--- config.mk ---
export PLATFORM = sky130hd
export DESIGN_NAME = rmw_logic_unit
export DESIGN_NICKNAME = d
export VERILOG_FILES = /design/src/rtl/rmw_pkg.sv /design/src/rtl/rmw_seq.sv /design/src/rtl/rmw_pat_sel.sv /design/src/rtl/rmw_alu.sv /design/src/rtl/rmw_logic_unit.sv
export SDC_FILE = /design/constraint.sdc
export NUM_CORES = 1
export LEC_CHECK = 0
export BUFFER_PORTS_ARGS = -buffer_cell sky130_fd_sc_hd__buf_4
export CAP_MARGIN = 20
export CORE_MARGIN = 1.5
export CORE_UTILIZATION = 30
export CTS_CLUSTER_SIZE = 25
export DETAILED_ROUTE_END_ITERATION = 10
export MAX_ROUTING_LAYER = met4
export PLACE_DENSITY = 0.61
export SLEW_MARGIN = 20
export SYNTH_ARGS = -nofsm -noshare
export SYNTH_HDL_FRONTEND = slang
export SYNTH_SLANG_ARGS = --single-unit
--- constraint.sdc ---
create_clock -name clk_i -period 7 [get_ports clk_i]
set_input_delay 0.7 -clock clk_i [delete_from_list [all_inputs] [get_ports clk_i]]
set_output_delay 0.7 -clock clk_i [all_outputs]
set_load 0.05 [all_outputs]
--- src/rtl/rmw_pkg.sv ---
package rmw_pkg;
  typedef enum logic [1:0] {
    OP_REPLACE = 2'b00,
    OP_COMPL   = 2'b01,
    OP_CLEAR   = 2'b10,
    OP_SET     = 2'b11
  } rmw_op_e;

  typedef enum logic [2:0] {
    PH_IDLE  = 3'd0,
    PH_ADDR  = 3'd1,
    PH_READ  = 3'd2,
    PH_MOD   = 3'd3,
    PH_WRITE = 3'd4
  } rmw_phase_e;
endpackage

--- src/rtl/rmw_seq.sv ---
module rmw_seq
  import rmw_pkg::*;
(
  input  logic       clk_i,
  input  logic       rst_ni,
  input  logic       start_i,
  output rmw_phase_e phase_o,
  output logic       accept_o
);
  rmw_phase_e phase_q, phase_d;

  assign accept_o = start_i && (phase_q == PH_IDLE);

  always_comb begin
    phase_d = phase_q;
    unique case (phase_q)
      PH_IDLE:  if (start_i) phase_d = PH_ADDR;
      PH_ADDR:  phase_d = PH_READ;
      PH_READ:  phase_d = PH_MOD;
      PH_MOD:   phase_d = PH_WRITE;
      PH_WRITE: phase_d = PH_IDLE;
      default:  phase_d = PH_IDLE;
    endcase
  end

  always_ff @(posedge clk_i or negedge rst_ni) begin
    if (!rst_ni) phase_q <= PH_IDLE;
    else         phase_q <= phase_d;
  end

  assign phase_o = phase_q;
endmodule

--- src/rtl/rmw_pat_sel.sv ---
module rmw_pat_sel #(
  parameter int unsigned DW = 16
) (
  input  logic          clk_i,
  input  logic          rst_ni,
  input  logic          char_mode_i,
  input  logic [DW-1:0] pattern_i,
  input  logic          advance_i,
  output logic [DW-1:0] md_o
);
  localparam int unsigned IW = (DW > 1) ? $clog2(DW) : 1;
  localparam logic [IW-1:0] IDX_LAST = IW'(DW - 1);

  logic [IW-1:0] idx_q;

  always_ff @(posedge clk_i or negedge rst_ni) begin
    if (!rst_ni)        idx_q <= '0;
    else if (advance_i) idx_q <= (idx_q == IDX_LAST) ? '0 : idx_q + 1'b1;
  end

  logic ser_bit;
  assign ser_bit = pattern_i[idx_q];

  for (genvar g = 0; g < DW; g++) begin : g_md
    assign md_o[g] = char_mode_i ? pattern_i[g] : ser_bit;
  end
endmodule

--- src/rtl/rmw_alu.sv ---
module rmw_alu
  import rmw_pkg::*;
#(
  parameter int unsigned DW = 16
) (
  input  rmw_op_e       op_i,
  input  logic [DW-1:0] rd_i,
  input  logic [DW-1:0] mask_i,
  input  logic [DW-1:0] md_i,
  output logic [DW-1:0] wd_o
);
  logic [DW-1:0] en;
  assign en = md_i & mask_i;

  always_comb begin
    unique case (op_i)
      OP_REPLACE: wd_o = (rd_i & ~mask_i) | en;
      OP_COMPL:   wd_o = rd_i ^ en;
      OP_CLEAR:   wd_o = rd_i & ~en;
      OP_SET:     wd_o = rd_i | en;
      default:    wd_o = rd_i;
    endcase
  end
endmodule

--- src/rtl/rmw_logic_unit.sv ---
module rmw_logic_unit
  import rmw_pkg::*;
#(
  parameter int unsigned DW = 16,
  parameter int unsigned AW = 12
) (
  input  logic          clk_i,
  input  logic          rst_ni,
  input  logic          start_i,
  input  logic          mode_i,
  input  logic [1:0]    op_i,
  input  logic [DW-1:0] pattern_i,
  input  logic [DW-1:0] mask_i,
  input  logic [AW-1:0] addr_i,
  input  logic [DW-1:0] rdata_i,
  output logic [AW-1:0] mem_addr_o,
  output logic          mem_rd_o,
  output logic          mem_we_o,
  output logic [DW-1:0] wdata_o,
  output logic          busy_o,
  output logic          done_o
);
  rmw_phase_e    phase;
  logic          accept;
  rmw_op_e       op_q;
  logic          mode_q;
  logic [DW-1:0] pat_q, mask_q, rd_q, wd_q, md, wd;
  logic [AW-1:0] addr_q;

  rmw_seq u_seq (
    .clk_i    (clk_i),
    .rst_ni   (rst_ni),
    .start_i  (start_i),
    .phase_o  (phase),
    .accept_o (accept)
  );

  // operand capture on the accepting edge
  always_ff @(posedge clk_i or negedge rst_ni) begin
    if (!rst_ni) begin
      op_q   <= OP_REPLACE;
      mode_q <= 1'b0;
      pat_q  <= '0;
      mask_q <= '0;
      addr_q <= '0;
    end else if (accept) begin
      op_q   <= rmw_op_e'(op_i);
      mode_q <= mode_i;
      pat_q  <= pattern_i;
      mask_q <= mask_i;
      addr_q <= addr_i;
    end
  end

  always_ff @(posedge clk_i or negedge rst_ni) begin
    if (!rst_ni) begin
      rd_q <= '0;
      wd_q <= '0;
    end else begin
      if (phase == PH_READ) rd_q <= rdata_i;
      if (phase == PH_MOD)  wd_q <= wd;
    end
  end

  rmw_pat_sel #(.DW(DW)) u_pat (
    .clk_i       (clk_i),
    .rst_ni      (rst_ni),
    .char_mode_i (mode_q),
    .pattern_i   (pat_q),
    .advance_i   ((phase == PH_WRITE) && !mode_q),
    .md_o        (md)
  );

  rmw_alu #(.DW(DW)) u_alu (
    .op_i   (op_q),
    .rd_i   (rd_q),
    .mask_i (mask_q),
    .md_i   (md),
    .wd_o   (wd)
  );

  assign mem_addr_o = addr_q;
  assign mem_rd_o   = (phase == PH_READ);
  assign mem_we_o   = (phase == PH_WRITE);
  assign done_o     = (phase == PH_WRITE);
  assign busy_o     = (phase != PH_IDLE);
  assign wdata_o    = wd_q;
endmodule

==> results by group <==
CTS
  • # resized after CTS: 0
  • Cts hold-fix bufs: 0
  • Clock-pin transition on the worst setup and hold timing paths: approximately 0.070 ns
  • Postcts setup bufs: 0
  • Clock tree buffer depth: 2
  • Num CTS Buffers: 9
  • Worst skew pair latency: between 0.3 and 0.4 ns
  • Htree depth: 3
  • Total clock sinks: 86
  • CTS Root Cell: clkbuf_16
  • CTS tree: built

Critical path
  • Critical-path top delay cell: a21o_1
  • Delay of the slowest critical-path stage: 0.68 ns
  • CP startpoint: u_pat.idx_q[0]$_DFFE_PN0P_
  • Reg-to-Reg End: wdata_o[4]$_DFFE_PN0P_
  • R2r setup slk: ~3.7 ns
  • WP data arrival: 3.47 ns
  • CP endpoint kind: register
  • Crit path capture: wdata_o[4]$_DFFE_PN0P_
  • Critical path class: register to register
  • Data required, critical path: around 7 ns
  • R2r startpoint: u_pat.idx_q[0]$_DFFE_PN0P_
  • CP Cell Sequence: mux2i_1 > a221oi_1 > a21o_1 > o21ai_0 > ha_1 > and2_1 > or3_1 > a31oi_1 > o211ai_1
  • Critical Path Start Type: register
  • Max Fanout on Critical Path: 16
  • Reg2reg path depth: 9

Synthesis
  • Largest family of logic cells by synthesized area: compound AO/OA/AOI/OAI gates
  • Post-synth cell types: 38
  • Adder-cell share of the synthesized area: 0.0499
  • Syn Area/Cell: between 9 and 10 um2
  • Sequential share of the synthesized area: 0.429
  • Compound-Gate Fraction of Synth Area: 0.198
  • Simple logic cell fraction of the synthesized area: 0.167
  • Area leader, netlist: dfrtp_1
  • #FFs+latches synth: 86
  • Synth Warn #: 0
  • Mapped Nets: between 600 and 700
  • Number of flops mapped to enable cells by yosys: 0
  • Post-Synth XOR/XNOR Area: 0.00349
  • Cell Area, Synth: roughly 5000 um2
  • Top cells by count, synth: 86 x dfrtp_1, 57 x nand2_1, 56 x o21ai_0, 42 x nor2b_1, 34 x mux2_2
  • Post-synth ARST share: 1.00
  • Main flop type after synthesis: dfrtp_1
  • Synth top area share: 0.429
  • Mux cell area share after synthesis: 0.0915
  • Most common cell in the netlist: dfrtp_1
  • Syn Inst Count: between 500 and 600
  • Synth area leaders: dfrtp_1 43%, mux2_2 7.6%, o21ai_0 5.6%

STA
  • Relative slew slack: 0.295
  • Setup violations, final: 0
  • Fin crit share: 0.468
  • Max Clk Rate: between 0.3 and 0.4 GHz
  • Hold Vio Cnt, Final: 0
  • Worst Setup Slack, final: about 3.7 ns
  • Slew Limit Fails: 0
  • Clock Skew: around 0.0073 ns
  • Post-route setup TNS: 0 ns
  • Min cycle time layout: 3.28 ns
  • Worst Tran Pin Value: roughly 1.0 ns
  • RSZ-0062 raised after global routing: false

Cells and area
  • Area delta synth->final: 23.3%
  • Fill count: ~1700
  • Final non-filler cell total: just over 800
  • Diodes inserted: 0
  • Sequential cell area: around 2200 um2
  • Share of cells above drive strength 1: 0.278
  • Multi-input logic area: ~2600 um2
  • Layout Nets: roughly 690

Power and ir drop
  • Pwr/cell area: between 500 and 600 nW/um2
  • Peak supply drop: around 0.33 mV
  • Static Leak: 2.71 nW

Route
  • DR iter-0 viols: 354
  • Residual DRC: 0
  • Vias/cell: about 5.2
  • Final WL: approximately 14000 um
  • Post-route ant nets: 0
  • DR WL/cell: 16.9 um
  • Via count: around 4300
  • Drt pass-1 iters: 5

Floorplan
  • Core area: 16500 um2
  • Initial Util: 0.305
  • Die Y: about 130 um
  • Overall die width: around 130 um
  • Ports: just under 100
  • Rows: 47
  • Die ar.: 17500 um2

Placement
  • PortBufs: 97
  • Routability cong.: between 0.8 and 0.9
  • Post-DP HPWL: ~9500 um
  • Placed instance count: slightly above 800
  • Place WS: about 3.8 ns

GRT
  • Initial antenna violation count: 0
  • Vias in the first global route: around 4600
  • GRT Total Usage: 0.168
  • Total grt overflow: 0
  • Largest net degree at the start of global routing: 47
  • Wire length of the first global-routing pass: 22700 um

Run
  • Max Cap Viol: 0

Run status
  • Outcome: finished, final reports clean

Min path
  • Worst hold path class: input pin to asynchronous set/reset pin
[critical path, delay by kind of cell (launching register included)]
kind                     cells  cell delay, ns
flip-flops                   1            0.60
multiplexers                 1            0.14
AO/OA/AOI/OAI                5            1.62
AND/OR/NAND/NOR              2            0.53
adder cells (fa/ha/maj)      1            0.22
[per-layer routing]
| layer | GRT usage | part of all wire | wire length [um] | vias to the layer above |
|---|---|---|---|---|
| met5 | - | 0 | 0 | - |
| met1 | 0.217 | 0.46 | 6420 | 2083 |
| met3 | 0.0450 | 0.070 | 975 | 17 |
| li1 | - | - | - | 1996 |
| met2 | 0.261 | 0.46 | 6460 | 170 |
| met4 | 0.0446 | 0.0073 | 102 | 0 |
[logic make-up (layout without fill, tap and decap cells)]
| group | after synthesis | in the layout |
|---|---|---|
| AO/OA/AOI/OAI | 151 | 151 |
| flip-flops | 86 | 86 |
| AND/OR/NAND/NOR | 157 | 157 |
| adder cells (fa/ha/maj) | 20 | 20 |
| XOR/XNOR | 2 | 2 |
| buffers and inverters | 68 | 150 |
| multiplexers | 39 | 39 |
[layout make-up]
cell class,count,area share
multi-input combinational,369,0.416
timing repair buffer,101,0.123
clock buffer,10,0.0370
clock inverter,6,0.0117
tap,220,0.0445
sequential,86,0.348
inverter,33,0.0200
[layout by cell type (no fill, tap or decap), types with 2 or more instances in the layout]
cell,netlist,layout
nand2b_1,18,18
o21ai_0,56,56
clkbuf_16,0,9
a221oi_1,8,8
nor2_1,3,3
nor2b_1,42,42
and2_1,19,19
buf_4,2,101
a31oi_1,17,17
nand2_1,57,57
ha_1,20,19
o311a_1,9,9
dfrtp_1,86,86
o21ai_2,10,10
mux2i_1,2,2
a21oi_1,15,15
mux2_2,34,34
clkinv_4,0,4
o211ai_1,32,32
xnor2_1,2,2
inv_1,33,33
mux4_2,2,2
or3_1,10,10
[power breakdown]
part / internal (mW) / total, mW / switching [mW]
clock: 0.279 / 0.492 / 0.212
sequential: 0.742 / 0.969 / 0.227
combinational: 0.720 / 1.87 / 1.15
total: 1.74 / 3.33 / 1.59
[flip-flops by register name, indices dropped and copies added, names as in the netlist]
register / count
pat_q: 16
mask_q: 16
wdata_o: 16
rd_q: 16
op_q: 2
u_seq.phase_o: 3
mem_addr_o: 12
mode_q: 1
u_pat.idx_q: 4
[worst min-delay path by stage]
stage                                   start                         to  cells after the start
detailed placement  mem_addr_o[5]$_DFFE_PN0P_  mem_addr_o[5]$_DFFE_PN0P_                      1
CTS                                    rst_ni        rd_q[8]$_DFFE_PN0P_                      1
global placement    mem_addr_o[5]$_DFFE_PN0P_  mem_addr_o[5]$_DFFE_PN0P_                      1
floorplan                              rst_ni      mask_q[0]$_DFFE_PN0P_                      0
finish                                 rst_ni        rd_q[8]$_DFFE_PN0P_                      1
global route                           rst_ni        rd_q[8]$_DFFE_PN0P_                      1
[metrics by stage]
| step | cell area (um2) | power, mW | hold WS [ns] | util |
|---|---|---|---|---|
| after floorplan | 5020 | 2.32 | 0.404 | - |
| after global placement | 5880 | 2.76 | 0.493 | 0.357 |
| after detailed placement | 5890 | 2.83 | 0.497 | 0.357 |
| after CTS | 6190 | 3.34 | 0.373 | 0.376 |
| after global routing | 6190 | 3.58 | 0.392 | 0.376 |
| final | 6190 | 3.33 | 0.353 | 0.376 |
Power figures use the tool's default switching activity.
